--- config.mk ---
export PLATFORM = sky130hd
export DESIGN_NAME = rx_hold_ctrl
export DESIGN_NICKNAME = d
export VERILOG_FILES = /design/src/rtl/rxhc_pkg.sv /design/src/rtl/rxhc_fifo.sv /design/src/rtl/rxhc_size_ctrl.sv /design/src/rtl/rx_hold_ctrl.sv
export SDC_FILE = /design/constraint.sdc
export NUM_CORES = 1
export LEC_CHECK = 0
export CORE_AREA = 5 5 128 130
export CTS_BUF_LIST = sky130_fd_sc_hd__clkbuf_8
export CTS_CLUSTER_DIAMETER = 50
export CTS_CLUSTER_SIZE = 40
export DETAILED_ROUTE_END_ITERATION = 6
export DIE_AREA = 0 0 133 135
export GPL_TIMING_DRIVEN = 1
export RECOVER_POWER = 100
export SLEW_MARGIN = 25
export SYNTH_ARGS = -nofsm -noshare
export SYNTH_HDL_FRONTEND = slang
export SYNTH_SLANG_ARGS = --single-unit
--- constraint.sdc ---
create_clock -name clk -period 3.23 [get_ports clk]
set_input_delay 0.646 -clock clk [delete_from_list [all_inputs] [get_ports clk]]
set_output_delay 0.646 -clock clk [all_outputs]
set_load 0.01 [all_outputs]
--- src/rtl/rxhc_pkg.sv ---
package rxhc_pkg;
  typedef enum logic [1:0] {
    ST_IDLE = 2'd0,
    ST_RUN  = 2'd1,
    ST_HELD = 2'd2
  } rx_state_e;
endpackage

--- src/rtl/rxhc_fifo.sv ---
module rxhc_fifo #(
  parameter int DEPTH  = 16,
  parameter int DATA_W = 8,
  localparam int PTR_W = (DEPTH > 1) ? $clog2(DEPTH) : 1,
  localparam int CNT_W = $clog2(DEPTH + 1)
) (
  input  logic              clk,
  input  logic              rst_n,
  input  logic              clr_i,
  input  logic              push_i,
  input  logic [DATA_W-1:0] data_i,
  input  logic              pop_i,
  output logic [DATA_W-1:0] head_o,
  output logic [CNT_W-1:0]  fill_o,
  output logic              empty_o,
  output logic              full_o
);
  localparam logic [PTR_W-1:0] LAST_PTR = PTR_W'(DEPTH - 1);
  localparam logic [CNT_W-1:0] FULL_CNT = CNT_W'(DEPTH);

  logic [DATA_W-1:0] mem [DEPTH];
  logic [PTR_W-1:0]  wptr_q, wptr_d, rptr_q, rptr_d;
  logic [CNT_W-1:0]  fill_q, fill_d;

  function automatic logic [PTR_W-1:0] step(input logic [PTR_W-1:0] p);
    return (p == LAST_PTR) ? '0 : p + 1'b1;
  endfunction

  always_comb begin
    wptr_d = wptr_q;
    rptr_d = rptr_q;
    fill_d = fill_q;
    if (clr_i) begin
      wptr_d = '0;
      rptr_d = '0;
      fill_d = '0;
    end else begin
      if (push_i) wptr_d = step(wptr_q);
      if (pop_i)  rptr_d = step(rptr_q);
      if (push_i && !pop_i)      fill_d = fill_q + 1'b1;
      else if (!push_i && pop_i) fill_d = fill_q - 1'b1;
    end
  end

  always_ff @(posedge clk or negedge rst_n) begin
    if (!rst_n) begin
      wptr_q <= '0;
      rptr_q <= '0;
      fill_q <= '0;
    end else begin
      wptr_q <= wptr_d;
      rptr_q <= rptr_d;
      fill_q <= fill_d;
    end
  end

  always_ff @(posedge clk) begin
    if (push_i && !clr_i) mem[wptr_q] <= data_i;
  end

  assign head_o  = mem[rptr_q];
  assign fill_o  = fill_q;
  assign empty_o = (fill_q == '0);
  assign full_o  = (fill_q == FULL_CNT);
endmodule

--- src/rtl/rxhc_size_ctrl.sv ---
module rxhc_size_ctrl
  import rxhc_pkg::*;
#(
  parameter int SIZE_W = 8
) (
  input  logic              clk,
  input  logic              rst_n,
  input  logic              start_i,
  input  logic              load_i,
  input  logic [SIZE_W-1:0] load_val_i,
  input  logic              take_i,
  input  logic              hold_i,
  output logic [SIZE_W-1:0] cnt_o,
  output logic              run_o,
  output logic              busy_o,
  output logic              done_o
);
  rx_state_e         state_q, state_d;
  logic [SIZE_W-1:0] cnt_q, cnt_d;
  logic              done_d;

  always_comb begin
    cnt_d = cnt_q;
    if (load_i)                    cnt_d = load_val_i;
    else if (take_i && cnt_q != '0) cnt_d = cnt_q - 1'b1;
  end

  always_comb begin
    state_d = state_q;
    done_d  = 1'b0;
    unique case (state_q)
      ST_IDLE: if (start_i) state_d = ST_RUN;
      ST_RUN: begin
        if (cnt_q == '0) begin
          done_d  = 1'b1;
          state_d = hold_i ? ST_HELD : ST_IDLE;
        end
      end
      ST_HELD: begin
        if (start_i)     state_d = ST_RUN;
        else if (!hold_i) state_d = ST_IDLE;
      end
      default: state_d = ST_IDLE;
    endcase
  end

  always_ff @(posedge clk or negedge rst_n) begin
    if (!rst_n) begin
      state_q <= ST_IDLE;
      cnt_q   <= '0;
    end else begin
      state_q <= state_d;
      cnt_q   <= cnt_d;
    end
  end

  assign cnt_o  = cnt_q;
  assign run_o  = (state_q == ST_RUN);
  assign busy_o = (state_q != ST_IDLE);
  assign done_o = done_d;
endmodule

--- src/rtl/rx_hold_ctrl.sv ---
module rx_hold_ctrl #(
  parameter int DEPTH  = 16,
  parameter int DATA_W = 8,
  parameter int SIZE_W = 8,
  localparam int CNT_W = $clog2(DEPTH + 1)
) (
  input  logic              clk,
  input  logic              rst_n,
  input  logic              start_i,
  input  logic              size_load_i,
  input  logic [SIZE_W-1:0] size_val_i,
  input  logic              hold_i,
  input  logic              fifo_clr_i,
  input  logic              byte_valid_i,
  input  logic [DATA_W-1:0] byte_data_i,
  output logic              byte_ready_o,
  output logic              byte_ack_o,
  input  logic              rd_en_i,
  output logic [DATA_W-1:0] rd_data_o,
  output logic              rx_valid_o,
  output logic [CNT_W-1:0]  fill_o,
  output logic [SIZE_W-1:0] size_o,
  output logic              busy_o,
  output logic              data_evt_o,
  output logic              comp_evt_o,
  output logic              ovf_evt_o,
  output logic              unf_evt_o
);
  localparam logic [CNT_W-1:0] PRE_THR = CNT_W'(DEPTH - 3);

  logic [DATA_W-1:0] head;
  logic [CNT_W-1:0]  fill;
  logic              empty, full;
  logic [SIZE_W-1:0] cnt;
  logic              run, busy, done;
  logic              accept, push, pop;
  logic              data_d, ovf_d, unf_d;
  logic              data_q, comp_q, ovf_q, unf_q;

  assign byte_ready_o = run && (cnt != '0) && !(full && hold_i);
  assign accept       = byte_valid_i && byte_ready_o;
  assign push         = accept && !full && !fifo_clr_i;
  assign pop          = rd_en_i && !empty && !fifo_clr_i;
  assign byte_ack_o   = (cnt > SIZE_W'(1));

  rxhc_fifo #(.DEPTH(DEPTH), .DATA_W(DATA_W)) fifo_i (
    .clk(clk), .rst_n(rst_n), .clr_i(fifo_clr_i),
    .push_i(push), .data_i(byte_data_i), .pop_i(pop),
    .head_o(head), .fill_o(fill), .empty_o(empty), .full_o(full)
  );

  rxhc_size_ctrl #(.SIZE_W(SIZE_W)) size_i (
    .clk(clk), .rst_n(rst_n), .start_i(start_i),
    .load_i(size_load_i), .load_val_i(size_val_i),
    .take_i(accept), .hold_i(hold_i),
    .cnt_o(cnt), .run_o(run), .busy_o(busy), .done_o(done)
  );

  always_comb begin
    data_d = push && !pop && (fill == PRE_THR);
    ovf_d  = accept && full;
    unf_d  = rd_en_i && empty;
  end

  always_ff @(posedge clk or negedge rst_n) begin
    if (!rst_n) begin
      data_q <= 1'b0;
      comp_q <= 1'b0;
      ovf_q  <= 1'b0;
      unf_q  <= 1'b0;
    end else begin
      data_q <= data_d;
      comp_q <= done;
      ovf_q  <= ovf_d;
      unf_q  <= unf_d;
    end
  end

  assign rd_data_o  = empty ? '0 : head;
  assign rx_valid_o = !empty;
  assign fill_o     = fill;
  assign size_o     = cnt;
  assign busy_o     = busy;
  assign data_evt_o = data_q;
  assign comp_evt_o = comp_q;
  assign ovf_evt_o  = ovf_q;
  assign unf_evt_o  = unf_q;
endmodule

# Word level (Yosys, flattened, before mapping)
# Memories as Yosys holds them, arrays and structs flattened.
# Index checks and enable logic that the tools add are counted.
[word_totals]
out_inout_bits = 29
word_cells = 78
mem_count = 1
inputBits = 24
mem_bits_rw = 128
ff_bits = 27
[mem_list]
columns = ["memory", "depth", "width", "rd", "rd_clocked_by_memory_dff", "write_ports", "line", "text"]
rows = [
  ["fifo_i.mem", 16, 8, 1, 0, 1, "rxhc_fifo.sv:21", "logic [DATA_W-1:0] mem [DEPTH];"],
]
[op_classes]
addsub = 5
n_lt_le_gt_ge = 1
mux = 22
n_eq_ne = 9
reduce_logical = 31
[ops]
columns = ["cell", "n"]
rows = [
  ["two-way mux 4 bit", 6],
  ["two-way mux 8 bit", 3],
  ["logical AND 1 bit", 15],
  ["two-way mux 5 bit", 3],
  ["two-way mux 2 bit", 5],
  ["adder 4 x 1 -> 4 bit (second input constant)", 2],
  ["== test 4 bit (second input constant)", 2],
  ["greater-than comparator 8 x 1 -> 1 bit (second input constant)", 1],
  ["logical NOT 8 bit", 1],
  ["nonzero test 2 bit", 4],
  ["nonzero test 8 bit", 1],
  ["subtractor 8 x 1 -> 8 bit (second input constant)", 1],
  ["logical NOT 1 bit", 6],
  ["one-hot mux 2 bit (3 select lines)", 1],
  ["adder 5 x 1 -> 5 bit (second input constant)", 1],
  ["== test 5 x 4 -> 1 bit (second input constant)", 1],
  ["== test 5 bit (second input constant)", 1],
  ["logical NOT 5 bit", 1],
  ["subtractor 5 x 1 -> 5 bit (second input constant)", 1],
  ["two-way mux 1 bit", 4],
  ["inequality test 3 bit (second input constant)", 1],
  ["AND reduction 3 bit", 1],
  ["nonzero test 3 bit", 1],
  ["== test 2 x 1 -> 1 bit (second input constant)", 1],
  ["4 further kinds", 4],
]

# Depth between registers and ports, before layout
[depth]
depth_word = 12
depth_mapped = 10
ltp_nobuf = 10

# Modules after synthesis
# Synthesis repeated with hierarchy kept, for this count alone.
[hier_totals]
hier_cells = 406
hier_area_um2 = 6658.9
[by_module_without_submodules]
columns = ["module", "area_each_um2", "cells_per_inst", "seq_area_each_um2", "n_inst"]
rows = [
  ["rxhc_fifo", 5784.3, 312, 4169.0, 1],
  ["rxhc_size_ctrl", 614.3, 63, 250.2, 1],
  ["rx_hold_ctrl", 260.2, 31, 100.1, 1],
]

# Worst setup path before layout
# Ideal clock, no wire load.
[synth_path]
kind = "register to register"
start = "register fifo_i.fill_q[0], in the netlist fifo_i.fill_o[0]"
end = "register fifo_i.fill_q[4], in the netlist fifo_i.fill_o[4]"
arrival_ns = 2.850
required_ns = 3.102
setup_ns = 0.128
setup_slack_ns = 0.253
n_path_buf = 0
period_less_slack_ns = 2.977
stages_incl_launch_ff = 10
cell_sequence = "dfrtp_1 -> or3_1 -> o21ai_2 -> nand3_2 -> or2_1 -> fa_1 -> a21o_1 -> a21oi_1 -> mux2i_1 -> mux2_1"
[synth_via]
elab_chain_cells = 10
word_cells_on_any_way = 22
cone_classes = "2 x add/sub; 1 x eq/ne; 3 x mux; 16 x reduce/logical"
[synth_lines]
columns = ["item", "line", "text"]
rows = [
  ["start: declaration", "rxhc_fifo.sv:23", "logic [CNT_W-1:0] fill_q, fill_d;"],
  ["start signal: assignment", "rxhc_fifo.sv:53", "fill_q <= fill_d;"],
  ["== test 5 bit", "rxhc_fifo.sv:64", "assign full_o = (fill_q == FULL_CNT);"],
  ["logical AND 1 bit", "rx_hold_ctrl.sv:40", "assign byte_ready_o = run && (cnt != '0) && !(full && hold_i);"],
  ["logical NOT 1 bit", "rx_hold_ctrl.sv:40", ""],
  ["logical AND 1 bit", "rx_hold_ctrl.sv:40", ""],
  ["logical AND 1 bit", "rx_hold_ctrl.sv:41", "assign accept = byte_valid_i && byte_ready_o;"],
  ["logical AND 1 bit (2 in a row)", "rx_hold_ctrl.sv:42", "assign push = accept && !full && !fifo_clr_i;"],
  ["logical AND 1 bit / logical NOT 1 bit (equally long branches)", "rxhc_fifo.sv:40, rxhc_fifo.sv:41", ""],
  ["two-way mux 5 bit / logical AND 1 bit (equally long branches)", "rxhc_fifo.sv:40, rxhc_fifo.sv:41", ""],
  ["two-way mux 5 bit / nonzero test 3 bit (equally long branches)", "--", ""],
]
# Parallel ways exist; a longest one is shown, timed or not. The select of a mux whose other input is x is not followed.
# A chain may end at the register's enable or synchronous reset.

# Final worst setup path
[layout_path]
start = "register fifo_i.rptr_q[0]"
end = "output rd_data_o[5]"
[layout_via]
elab_chain_cells = 2
[layout_lines]
columns = ["item", "line", "text"]
rows = [
  ["start: declaration", "rxhc_fifo.sv:22", "logic [PTR_W-1:0] wptr_q, wptr_d, rptr_q, rptr_d;"],
  ["start signal: assignment", "rxhc_fifo.sv:52", "rptr_q <= rptr_d;"],
  ["memory read (16 x 8 bit)", "--", ""],
  ["two-way mux 8 bit", "rx_hold_ctrl.sv:79", "assign rd_data_o = empty ? '0 : head;"],
  ["end: declaration", "rx_hold_ctrl.sv:19", "output logic [DATA_W-1:0] rd_data_o,"],
]
# No other way between the ends.

==> run_results.csv <==
group,metric,value,unit
detailed_routing,viasPerCell,5.34,
synthesis,synth_cells,378,
worst_setup_path,r2r_start,"fifo_i.fill_o[0]",
flow_run,drv_cap,0,
global_routing,grt_overflow,0,
synthesis,synth_top_area_frac,0.577,
finish,layout.cells.non_filler,677,
global_routing,grt_max_degree,37,
power_and_ir_drop,switching_share,0.288,
sta,slew_viol_final,0,
die,start_util,0.443,
power_and_ir_drop,internal_power,0.00390,W
synthesis,async_flop_share,0.174,
synthesis,synth_edf_count,128,
sta,hold_violations,0,
power_and_ir_drop,p_sw,0.00158,W
placement,placed_cells,633,
clock_tree,clock-sinks,155,
finish,drive_gt1_frac,0.245,
sta,slew_headroom,0.0153,
detailed_routing,drt_iter0_markers,265,
clock_tree,cts_root_buffer,"clkbuf_8",
finish,final_common_cell,"edfxtp_1",
synthesis,avgSynthCellArea,17.6,sq um
global_routing,antenna_found_initial,0,
min_path,hp-class,"flop to flop",
power_and_ir_drop,p_per_area,681,nW/um^2
sta,setup_viol,0,
die,die_w,133,um
worst_setup_path,regToRegSetupSlack,340,ps
synthesis,syn-num-nets,415,
synthesis,synthFlopType,"edfxtp_1",
worst_setup_path,path_max_fanout,5,
finish,nets,516,
power_and_ir_drop,pwr-share-seq,0.431,
placement,gp_congestion,0.831,
worst_setup_path,worst_ep_arrival_time,2500,ps
power_and_ir_drop,power_frac_clock,0.238,
finish,final_cell_area,8030,sq um
sta,fmax,318,MHz
placement,portBuffers,52,
sta,rsz0062_at_grt,"true",
synthesis,synth.area.top_cells,"edfxtp_1 58%, dfrtp_1 10%, mux4_2 7.4%, mux4_1 7.1%, ha_1 2.3%",
worst_setup_path,rr_worst_depth,9,
global_routing,grt_pass1_wl,21.1,mm
sta,tightest_slew,1480,ps
die,fp.dieH,135,um
outcome,status,"complete, no violations",
detailed_routing,wire_per_inst,20.1,um
finish,final_cell_mix,"128 x edfxtp_1, 35 x clkdlybuf4s50_1, 35 x buf_4, 32 x mux4_2, 26 x dfrtp_1",
finish,antenna_cells,0,
min_path,holdPathStages,1,
power_and_ir_drop,power.leakage,2.80,nW
power_and_ir_drop,combPwrFrac,0.331,
clock_tree,cts_buffers,17,
sta,post-route-period-util,0.973,
min_path,hold_end,"comp_evt_o",
clock_tree,clock_latency,440,ps
synthesis,ys_seq_elements,155,
worst_setup_path,rr_endpoint,"fifo_i.fill_o[4]",
synthesis,netlist_area,6670,sq um
sta,finClkSkew,9.06,ps
finish,multi_input_area,1980,sq um
placement,dp_hpwl,8.90,mm
power_and_ir_drop,peakVddDrop,307,uV
synthesis,seq_area_frac_synth,0.678,
detailed_routing,drt_wl_total,13.6,mm
finish,fill_cells,1189,
worst_setup_path,cp-start-kind,"flop",
worst_setup_path,required,2580,ps
worst_setup_path,path_class,"flop to output pin",
detailed_routing,drc,0,
die,rows,45,
synthesis,ys_types,47,
clock_tree,h-tree-depth,4,
finish,seqCellArea,4520,sq um
global_routing,grt_usage,0.158,
sta,period_needed,3140,ps
die,io_pins,53,
die,core-area,15000,sq um
global_routing,grt_pass1_vias,3707,
clock_tree,path_clk_slew,70,ps
finish,syn_to_final_growth,20.5,%
synthesis,yosysWarningCount,0,
detailed_routing,vias,3618,
synthesis,synth_area_leader_cell,"edfxtp_1",
worst_setup_path,worstSetupEndpointType,"output pin",
detailed_routing,final_antenna_net_count,0,
clock_tree,cts_tree,"built",
clock_tree,hold_buffers,0,
min_path,hp-start,"size_i.state_q[1]",
finish,post-route-util,0.534,
detailed_routing,first_pass_iters,4,
placement,placed_area,7580,sq um
die,die_area,18000,sq um
clock_tree,clockBufferDepth,2,
==> through the flow <==
stage	setup slack [ps]	hold WS (ps)	setup TNS, ps	total power (W)
after global placement	48.8	493	0	0.00408
after global routing	-15.9	558	-34.1	0.00577
after floorplan	253	350	0	0.00341
final	87.5	515	0	0.00547
after detailed placement	-28.1	515	-28.1	0.00410
after CTS	3.84	522	0	0.00551
==> repair_timing <==
item | CTS | global route
gates resized for setup | 41 | 8
buffers inserted | 13 | 1
gates cloned | 1 | 0
setup endpoints to repair | 8 | 6
==> routing by layer <==
metal	wire length [um]	GRT usage	vias up
met3	493	0.0313	14
met2	6610	0.251	67
met5	0	0	-
met1	6320	0.219	1856
met4	172	0.0566	0
li1	-	-	1681
==> cells by family after synthesis <==
family,count (synthesis),synth area share
multiplexers,46,0.155
buffers and inverters,23,0.0208
XOR/XNOR,11,0.0145
flip-flops,155,0.678
AND/OR/NAND/NOR,97,0.0755
AO/OA/AOI/OAI,33,0.0304
adder cells (fa/ha/maj),13,0.0255
==> power by group through the flow <==
stage          combinational [W]  clock [W]  sequential (W)
2_1_floorplan           0.000989          0         0.00242
3_5_place_dp             0.00170          0         0.00240
5_1_grt                  0.00197    0.00143         0.00237
3_3_place_gp             0.00168          0         0.00240
6_report                 0.00181    0.00130         0.00236
4_1_cts                  0.00181    0.00135         0.00236
==> Yosys cell counts, types with 2 or more instances <==
master    count
o21a_1        2
o21ai_1       6
edfxtp_1    128
mux2_1        2
nand4b_1      3
buf_1         2
xor2_1        6
o21ai_0       4
nand2_1      25
inv_1         7
mux4_2       22
dfrtp_1      27
ha_1         12
mux4_1       18
nor2b_1      12
mux2_2        3
nand3b_1      2
or3_1         2
and2_1        3
buf_12        2
nor2_1       19
nand2b_1      3
nand3_1       8
a21oi_1      11
xnor2_1       5
clkbuf_1      9
a21o_1        4
nand4_1       3
or2_2         2
nor3_1        8
nor3b_1       2
==> sequential cells by signal, summed over array words and instances (netlist names) <==
register and flops:
unf_evt_o 1, comp_evt_o 1, size_i.state_q 2, fifo_i.mem 128, fifo_i.rptr_q 4, size_i.cnt_o 8
data_evt_o 1, fifo_i.fill_o 5, fifo_i.wptr_q 4, ovf_evt_o 1
==> worst max-delay path: stages, from the launching register on <==
cell and delay, ps:
dfrtp_2 440, buf_12 140, buf_8 110, buf_6 100, mux4_2 490, mux4_2 510, nor2b_4 150, buf_6 110
==> worst max path at each step <==
stage | from | end | depth (start not counted)
floorplan | fifo_i.fill_o[0] | fifo_i.fill_o[4] | 9
global placement | byte_valid_i | fifo_i.fill_o[4] | 10
detailed placement | byte_valid_i | fifo_i.fill_o[4] | 10
CTS | fifo_i.rptr_q[0] | rd_data_o[2] | 6
global route | fifo_i.rptr_q[0] | rd_data_o[5] | 7
finish | fifo_i.rptr_q[0] | rd_data_o[5] | 7
==> layout make-up <==
cell class,instances,share of cell area
sequential,155,0.563
tap,188,0.0293
timing repair buffer,98,0.116
clock buffer,17,0.0291
inverter,7,0.00327
multi-input combinational,200,0.246
clock inverter,12,0.0139
Note: power is estimated with default switching activity, not from simulation.
